**config.mk**
```make
export PLATFORM = sky130hd
export DESIGN_NAME = dram_cmd_issuer
export DESIGN_NICKNAME = d
export VERILOG_FILES = /design/src/rtl/dci_pkg.sv /design/src/rtl/dci_cmd_decode.sv /design/src/rtl/dci_wait_timer.sv /design/src/rtl/dci_bus_drive.sv /design/src/rtl/dram_cmd_issuer.sv
export SDC_FILE = /design/constraint.sdc
export NUM_CORES = 1
export LEC_CHECK = 0
export ABC_AREA = 1
export BUFFER_PORTS_ARGS = -buffer_cell sky130_fd_sc_hd__buf_2
export CAP_MARGIN = 25
export CORE_MARGIN = 5
export CORE_UTILIZATION = 45
export DETAILED_ROUTE_END_ITERATION = 10
export PLACE_DENSITY_LB_ADDON = 0.15
export SYNTH_ARGS = -nofsm -noshare
export SYNTH_HDL_FRONTEND = slang
export SYNTH_SLANG_ARGS = --single-unit
```
**constraint.sdc**
```tcl
create_clock -name clk -period 4.3 [get_ports clk]
set_input_delay 0.215 -clock clk [delete_from_list [all_inputs] [get_ports clk]]
set_output_delay 0.215 -clock clk [all_outputs]
set_load 0.01 [all_outputs]
```
**src/rtl/dci_pkg.sv**
```systemverilog
// Package dci_pkg
// Shared field positions, command codes and wait-slot numbering for the
// DRAM manual command issuer. Assumes a 32-bit command word.
package dci_pkg;

    localparam int WORD_W    = 32;
    localparam int START_BIT = 31;
    localparam int RANK_LSB  = 20;
    localparam int BANK_LSB  = 17;
    localparam int BANK_W    = 3;
    localparam int ADDR_LSB  = 4;
    localparam int ADDR_W    = 13;
    localparam int CODE_W    = 4;
    localparam int NUM_SLOTS = 7;
    localparam int SLOT_W    = $clog2(NUM_SLOTS);

    typedef enum logic [CODE_W-1:0] {
        OP_DESEL = 4'd0,
        OP_PREA  = 4'd1,
        OP_REF   = 4'd2,
        OP_MRS   = 4'd3,
        OP_ZQS   = 4'd4,
        OP_ZQL   = 4'd5,
        OP_RSTL  = 4'd6,
        OP_MRR   = 4'd8
    } op_code_e;

    localparam logic [SLOT_W-1:0] SLOT_PREA = 3'd0;
    localparam logic [SLOT_W-1:0] SLOT_REF  = 3'd1;
    localparam logic [SLOT_W-1:0] SLOT_MRS  = 3'd2;
    localparam logic [SLOT_W-1:0] SLOT_ZQS  = 3'd3;
    localparam logic [SLOT_W-1:0] SLOT_ZQL  = 3'd4;
    localparam logic [SLOT_W-1:0] SLOT_RSTL = 3'd5;
    localparam logic [SLOT_W-1:0] SLOT_MRR  = 3'd6;

endpackage

```
**src/rtl/dci_cmd_decode.sv**
```systemverilog
// Module dci_cmd_decode
// Pure combinational decode of a 4-bit command code into pin levels,
// operand routing, wait slot and validity. Reserved codes give valid=0.
module dci_cmd_decode
    import dci_pkg::*;
(
    input  logic [CODE_W-1:0] code,
    output logic              valid,
    output logic              drives_bus,
    output logic              pass_operands,
    output logic              a10,
    output logic              ras_n,
    output logic              cas_n,
    output logic              we_n,
    output logic              has_wait,
    output logic [SLOT_W-1:0] slot,
    output logic              is_rstl
);

    // Map each code to its bus pattern and timing slot
    always_comb begin
        valid         = 1'b1;
        drives_bus    = 1'b1;
        pass_operands = 1'b0;
        a10           = 1'b0;
        ras_n         = 1'b1;
        cas_n         = 1'b1;
        we_n          = 1'b1;
        has_wait      = 1'b1;
        slot          = SLOT_PREA;
        is_rstl       = 1'b0;
        case (code)
            OP_DESEL: begin
                drives_bus = 1'b0;
                has_wait   = 1'b0;
            end
            OP_PREA: begin
                ras_n = 1'b0; we_n = 1'b0; a10 = 1'b1;
                slot  = SLOT_PREA;
            end
            OP_REF: begin
                ras_n = 1'b0; cas_n = 1'b0;
                slot  = SLOT_REF;
            end
            OP_MRS: begin
                ras_n = 1'b0; cas_n = 1'b0; we_n = 1'b0;
                pass_operands = 1'b1;
                slot  = SLOT_MRS;
            end
            OP_ZQS: begin
                we_n = 1'b0;
                slot = SLOT_ZQS;
            end
            OP_ZQL: begin
                we_n = 1'b0; a10 = 1'b1;
                slot = SLOT_ZQL;
            end
            OP_RSTL: begin
                drives_bus = 1'b0;
                is_rstl    = 1'b1;
                slot       = SLOT_RSTL;
            end
            OP_MRR: begin
                cas_n = 1'b0;
                pass_operands = 1'b1;
                slot  = SLOT_MRR;
            end
            default: begin
                valid      = 1'b0;
                drives_bus = 1'b0;
                has_wait   = 1'b0;
            end
        endcase
    end

endmodule

```
**src/rtl/dci_wait_timer.sv**
```systemverilog
// Module dci_wait_timer
// Down-counter loaded with the wait count of the selected slot when a
// command is accepted. Assumes load is only asserted while idle.
module dci_wait_timer
    import dci_pkg::*;
#(
    parameter int WAIT_W = 10
) (
    input  logic                        clk,
    input  logic                        rst_n,
    input  logic                        load,
    input  logic                        has_wait,
    input  logic [SLOT_W-1:0]           slot,
    input  logic [NUM_SLOTS*WAIT_W-1:0] wait_cfg,
    output logic                        cnt_zero
);

    localparam int TABLE_N = 2 ** SLOT_W;

    logic [WAIT_W-1:0] slot_val [TABLE_N];
    logic [WAIT_W-1:0] cnt_q;
    logic [WAIT_W-1:0] load_val;

    // Unpack the configuration bus; unused table entries read as zero
    for (genvar g = 0; g < TABLE_N; g++) begin : g_slot
        if (g < NUM_SLOTS) begin : g_used
            assign slot_val[g] = wait_cfg[g*WAIT_W +: WAIT_W];
        end else begin : g_spare
            assign slot_val[g] = '0;
        end
    end

    // Wait value for the command being loaded
    always_comb load_val = has_wait ? slot_val[slot] : '0;

    // Load on accept, otherwise count down to zero
    always_ff @(posedge clk) begin
        if (!rst_n)               cnt_q <= '0;
        else if (load)            cnt_q <= load_val;
        else if (cnt_q != '0)     cnt_q <= cnt_q - 1'b1;
    end

    assign cnt_zero = (cnt_q == '0);

endmodule

```
**src/rtl/dci_bus_drive.sv**
```systemverilog
// Module dci_bus_drive
// Registered command bus. Holds the idle pattern except for the single
// cycle after an issue pulse, when it presents the decoded command.
module dci_bus_drive
    import dci_pkg::*;
#(
    parameter int RANKS = 2
) (
    input  logic              clk,
    input  logic              rst_n,
    input  logic              issue,
    input  logic [RANKS-1:0]  rank_mask,
    input  logic [BANK_W-1:0] bank,
    input  logic [ADDR_W-1:0] addr_in,
    input  logic              pass_operands,
    input  logic              a10,
    input  logic              ras_n_in,
    input  logic              cas_n_in,
    input  logic              we_n_in,
    output logic [RANKS-1:0]  cs_n,
    output logic              ras_n,
    output logic              cas_n,
    output logic              we_n,
    output logic [BANK_W-1:0] ba,
    output logic [ADDR_W-1:0] addr
);

    localparam logic [ADDR_W-1:0] A10_MASK = ADDR_W'(1) << 10;

    // Present one command for one cycle, otherwise idle
    always_ff @(posedge clk) begin
        if (!rst_n || !issue) begin
            cs_n  <= '1;
            ras_n <= 1'b1;
            cas_n <= 1'b1;
            we_n  <= 1'b1;
            ba    <= '0;
            addr  <= '0;
        end else begin
            cs_n  <= ~rank_mask;
            ras_n <= ras_n_in;
            cas_n <= cas_n_in;
            we_n  <= we_n_in;
            ba    <= pass_operands ? bank : '0;
            addr  <= pass_operands ? addr_in : (a10 ? A10_MASK : '0);
        end
    end

endmodule

```
**src/rtl/dram_cmd_issuer.sv**
```systemverilog
// Module dram_cmd_issuer
// Accepts a packed command word, issues the command on the DRAM command
// bus, and holds the start bit until the per-command wait elapses.
// Assumes RANKS <= 11 so the rank field fits below the start bit.
module dram_cmd_issuer
    import dci_pkg::*;
#(
    parameter int RANKS  = 2,
    parameter int WAIT_W = 10
) (
    input  logic                        clk,
    input  logic                        rst_n,
    input  logic                        wr_en,
    input  logic [WORD_W-1:0]           wr_data,
    input  logic [NUM_SLOTS*WAIT_W-1:0] wait_cfg,
    output logic [WORD_W-1:0]           rd_data,
    output logic [RANKS-1:0]            cs_n,
    output logic                        ras_n,
    output logic                        cas_n,
    output logic                        we_n,
    output logic [BANK_W-1:0]           ba,
    output logic [ADDR_W-1:0]           addr,
    output logic                        dram_reset_n
);

    logic [RANKS-1:0]  w_rank;
    logic [BANK_W-1:0] w_bank;
    logic [ADDR_W-1:0] w_addr;
    logic [CODE_W-1:0] w_code;

    logic [RANKS-1:0]  rank_q;
    logic [BANK_W-1:0] bank_q;
    logic [ADDR_W-1:0] addr_q;
    logic [CODE_W-1:0] code_q;
    logic              busy_q;

    logic d_valid, d_bus, d_pass, d_a10, d_ras, d_cas, d_we, d_wait, d_rstl;
    logic [SLOT_W-1:0] d_slot;
    logic accept, cnt_zero, finish;
    logic unused_word_bits;

    // Split the incoming word into its fields
    always_comb begin
        w_rank = wr_data[RANK_LSB +: RANKS];
        w_bank = wr_data[BANK_LSB +: BANK_W];
        w_addr = wr_data[ADDR_LSB +: ADDR_W];
        w_code = wr_data[CODE_W-1:0];
    end
    assign unused_word_bits = ^wr_data[START_BIT-1:RANK_LSB+RANKS];

    dci_cmd_decode u_decode (
        .code          (w_code),
        .valid         (d_valid),
        .drives_bus    (d_bus),
        .pass_operands (d_pass),
        .a10           (d_a10),
        .ras_n         (d_ras),
        .cas_n         (d_cas),
        .we_n          (d_we),
        .has_wait      (d_wait),
        .slot          (d_slot),
        .is_rstl       (d_rstl)
    );

    assign accept = wr_en && wr_data[START_BIT] && !busy_q && d_valid;
    assign finish = busy_q && cnt_zero;

    dci_wait_timer #(.WAIT_W(WAIT_W)) u_timer (
        .clk      (clk),
        .rst_n    (rst_n),
        .load     (accept),
        .has_wait (d_wait),
        .slot     (d_slot),
        .wait_cfg (wait_cfg),
        .cnt_zero (cnt_zero)
    );

    dci_bus_drive #(.RANKS(RANKS)) u_bus (
        .clk           (clk),
        .rst_n         (rst_n),
        .issue         (accept && d_bus),
        .rank_mask     (w_rank),
        .bank          (w_bank),
        .addr_in       (w_addr),
        .pass_operands (d_pass),
        .a10           (d_a10),
        .ras_n_in      (d_ras),
        .cas_n_in      (d_cas),
        .we_n_in       (d_we),
        .cs_n          (cs_n),
        .ras_n         (ras_n),
        .cas_n         (cas_n),
        .we_n          (we_n),
        .ba            (ba),
        .addr          (addr)
    );

    // Capture fields of an accepted command for readback
    always_ff @(posedge clk) begin
        if (!rst_n) begin
            rank_q <= '0;
            bank_q <= '0;
            addr_q <= '0;
            code_q <= '0;
        end else if (accept) begin
            rank_q <= w_rank;
            bank_q <= w_bank;
            addr_q <= w_addr;
            code_q <= w_code;
        end
    end

    // Start bit: set on accept, cleared when the wait has run out
    always_ff @(posedge clk) begin
        if (!rst_n)      busy_q <= 1'b0;
        else if (accept) busy_q <= 1'b1;
        else if (finish) busy_q <= 1'b0;
    end

    // Memory reset line held low for the duration of a reset-low command
    always_ff @(posedge clk) begin
        if (!rst_n)                 dram_reset_n <= 1'b1;
        else if (accept && d_rstl)  dram_reset_n <= 1'b0;
        else if (finish)            dram_reset_n <= 1'b1;
    end

    // Assemble the readback word
    always_comb begin
        rd_data                          = '0;
        rd_data[START_BIT]               = busy_q;
        rd_data[RANK_LSB +: RANKS]       = rank_q;
        rd_data[BANK_LSB +: BANK_W]      = bank_q;
        rd_data[ADDR_LSB +: ADDR_W]      = addr_q;
        rd_data[CODE_W-1:0]              = code_q;
    end

endmodule

```
==> key figures <==
Outcome
  • Status: completed

Timing
  • Fin. max-slew vios: 0
  • Fin Setup TNS: 0 ns
  • Slew @ Worst Pin: 0.863 ns
  • RSZ-0062 raised after global routing: no
  • Worst hold slack: 0.0688 ns
  • Crit path time final: 2.15 ns
  • Slew margin rel.: 42.3%
  • Hold Vio Cnt, Final: 0
  • Layout Skew: 0.00899 ns
  • Setup-failing EPs final: 0
  • Tcrit/Tclk final: 50.1%
  • Peak Freq: 464 MHz

Finish
  • Layout cell share with drive strength beyond 1: 27.3%
  • Fillers: 720
  • Antenna Diode Count: 0
  • Non-filler instance count after layout: 727
  • Area Overhead vs Synth: 24.3%
  • Final Net Count: 736

Critical path
  • Worst EP arrival: 2.33 ns
  • Crit-path max FO: 42
  • Critical path class: reg -> reg
  • Worst setup EP type: register
  • Reg2Reg Depth: 8
  • Setup crit start kind: register
  • Data required, critical path: 4.48 ns

Clocking
  • CTS root buffer: clkbuf_8
  • CTS Hold Bufs: 0
  • Worst skew pair latency: 0.31 ns
  • Max Buffers Root-to-Sink: 2
  • Num CTS Buffers: 5
  • CTS clock-pin slew for the worst setup and hold paths: 0.11 ns
  • CTS tree: done
  • Postcts setup bufs: 0
  • Post-cts resize count: 0
  • H-tree Lvls: 2
  • CTS sink cnt: 55

Drt
  • Per-cell routed wire length: 11.4 µm
  • Initial drt markers: 69
  • Number of vias per cell: 4.73
  • DRC Markers: 0
  • Vias: 3437
  • Post-Route WL: 8.31 mm
  • DR pass1 iterations: 4
  • Post-DRT Antenna Nets: 0

Synthesis
  • Top cell type's share of synthesized area: 34.4%
  • Ys async rst share: 0%
  • Synth cell types: 30
  • YS warnings: 0
  • Register bit count reported by yosys: 55
  • Average size of a mapped cell: 6.32 µm²
  • Ranking of synthesized cells by area: dfxtp_1, nand2_1, nand3_1, inv_1, o21ai_0
  • Synthesized area: 3200 µm²
  • Primary FF master, synth: dfxtp_1
  • Sequential share of the synthesized area: 34.4%
  • EDFF count, synth: 0
  • Cells after synthesis: 507
  • Post-synth top area cell: dfxtp_1

Worst hold path
  • Hold Crit Depth: 2
  • Hold crit path type: in -> reg

Global route
  • Vias in the first global route: 3312
  • Grt total ovfl: 0
  • First-pass GRT wire length: 13.7 mm
  • Pin count of the biggest net entering global routing: 43
  • Global-route usage over all layers: 18.4%
  • Initial antenna violation count: 0

Floorplanning
  • Initial core utilization: 46.6%
  • Die ar.: 8900 µm²
  • Ports: 159
  • Die Span Y: 94.4 µm
  • Core area: 6870 µm²
  • Die width: 94.4 µm
  • Row count: 30

Power and ir drop
  • Worst VDD drop: 0.162 mV
  • Share of power burned in registers: 43.7%
  • Power Internal: 0.000860 W
  • Clock Power Share: 22.1%
  • Design Power: 0.00134 W
  • Pwr/cell area: 337 nW/µm²
  • Comb power frac: 34.2%
  • Sw Pwr: 0.000480 W
  • Static leakage power: 2.29 nW
  • Net Sw Frac: 35.8%

Flow run
  • Max-cap violations: 0

Place
  • IO buf count: 140
  • Detailed Place HPWL: 6.48 mm
  • GPL Wtd Cong: 0.840
  • Post-Place Cells: 719
state kept, by name (all words and copies together) (netlist names):
name	count
addr_q	13
u_bus.addr	13
u_timer.cnt_q	10
code_q	4
bank_q	3
u_bus.ba	3
rank_q	2
u_bus.cs_n	2
busy_q	1
dram_reset_n	1
u_bus.cas_n	1
u_bus.ras_n	1
u_bus.we_n	1
cells in the final DEF, fill, tap and decap left out, drive strengths merged, types with 2 or more instances in the layout:
| cell type | netlist | layout |
|---|---|---|
| a21boi | 10 | 10 |
| a21oi | 30 | 30 |
| buf | 24 | 143 |
| clkbuf | 11 | 5 |
| clkinv | 2 | 3 |
| conb | 1 | 9 |
| dfxtp | 55 | 55 |
| inv | 77 | 78 |
| nand2 | 134 | 134 |
| nand3 | 65 | 65 |
| nand3b | 9 | 9 |
| nor2 | 45 | 45 |
| nor3 | 2 | 2 |
| o21ai | 33 | 33 |
| xor2 | 4 | 4 |
area by class of cell:
cell class	count	area [µm²]	area share, %
clock inverters	3	27.5	0.692
well taps	96	120	3.02
flip-flops and latches	55	1100	27.7
multi-input cells	346	1640	41.3
inverters	79	297	7.45
repair buffers	143	723	18.2
clock buffers	5	68.8	1.73
per-layer routing:
metal / GRT usage (%) / part of all wire, %
met1: 20.9 / 42
met2: 35.0 / 49
met3: 3.51 / 7.7
met4: 4.81 / 1.1
met5: 0 / 0
path summary, 6_finish.rpt:
path                    start                to  slack, ns
hold reg to reg     rank_q[1]         rank_q[1]       0.49
setup / recovery       busy_q  u_timer.cnt_q[9]       2.15
setup reg to reg       busy_q  u_timer.cnt_q[9]       2.15
hold / removal    wr_data[21]     u_bus.cs_n[1]       0.07
stage by stage:
| step | utilization (%) | setup WS [ns] | cell area (µm²) |
|---|---|---|---|
| after floorplan | - | 2.69 | 3230 |
| after global placement | 56.5 | 1.92 | 3880 |
| after detailed placement | 56.5 | 1.89 | 3880 |
| after CTS | 57.9 | 2.14 | 3980 |
| after global routing | 57.9 | 1.91 | 3980 |
| final | 57.9 | 2.15 | 3980 |
critical path, stage by stage, from the launching register on:
cell     delay, ns
dfxtp_1       0.33
inv_1         0.06
nand3_1       0.13
inv_1         0.05
nand2_1       0.49
inv_1         0.09
buf_4         0.27
o21ai_1       0.52
a21oi_1       0.08
synth_stat cells, types with 2 or more instances:
cell and number:
nor2_1 32, nor2_2 11, nand2_2 3, a21boi_0 10, buf_4 12, dfxtp_1 55
inv_2 2, a21oi_1 30, buf_1 2, nand2_1 131, clkbuf_1 11, nand3_1 64
clkinv_1 2, buf_2 9, o21ai_0 32, nand3b_1 9, inv_1 75, nor2_4 2
xor2_1 4
power by group through the flow:
stage | sequential (W) | combinational (W) | clock [W]
6_report | 0.000586 | 0.000458 | 0.000296
5_1_grt | 0.000593 | 0.000534 | 0.000329
4_1_cts | 0.000586 | 0.000460 | 0.000310
3_5_place_dp | 0.000597 | 0.000458 | 0
3_3_place_gp | 0.000597 | 0.000448 | 0
2_1_floorplan | 0.000600 | 0.000338 | 0
cells by family after synthesis:
| family | synth area share [%] |
|---|---|
| adder cells (fa/ha/maj) | 0.391 |
| XOR/XNOR | 1.37 |
| AND/OR/NAND/NOR | 36.0 |
| flip-flops | 34.4 |
| other | 0.117 |
| buffers and inverters | 15.4 |
| AO/OA/AOI/OAI | 12.4 |
No activity file was read; power rests on OpenSTA's default activity.
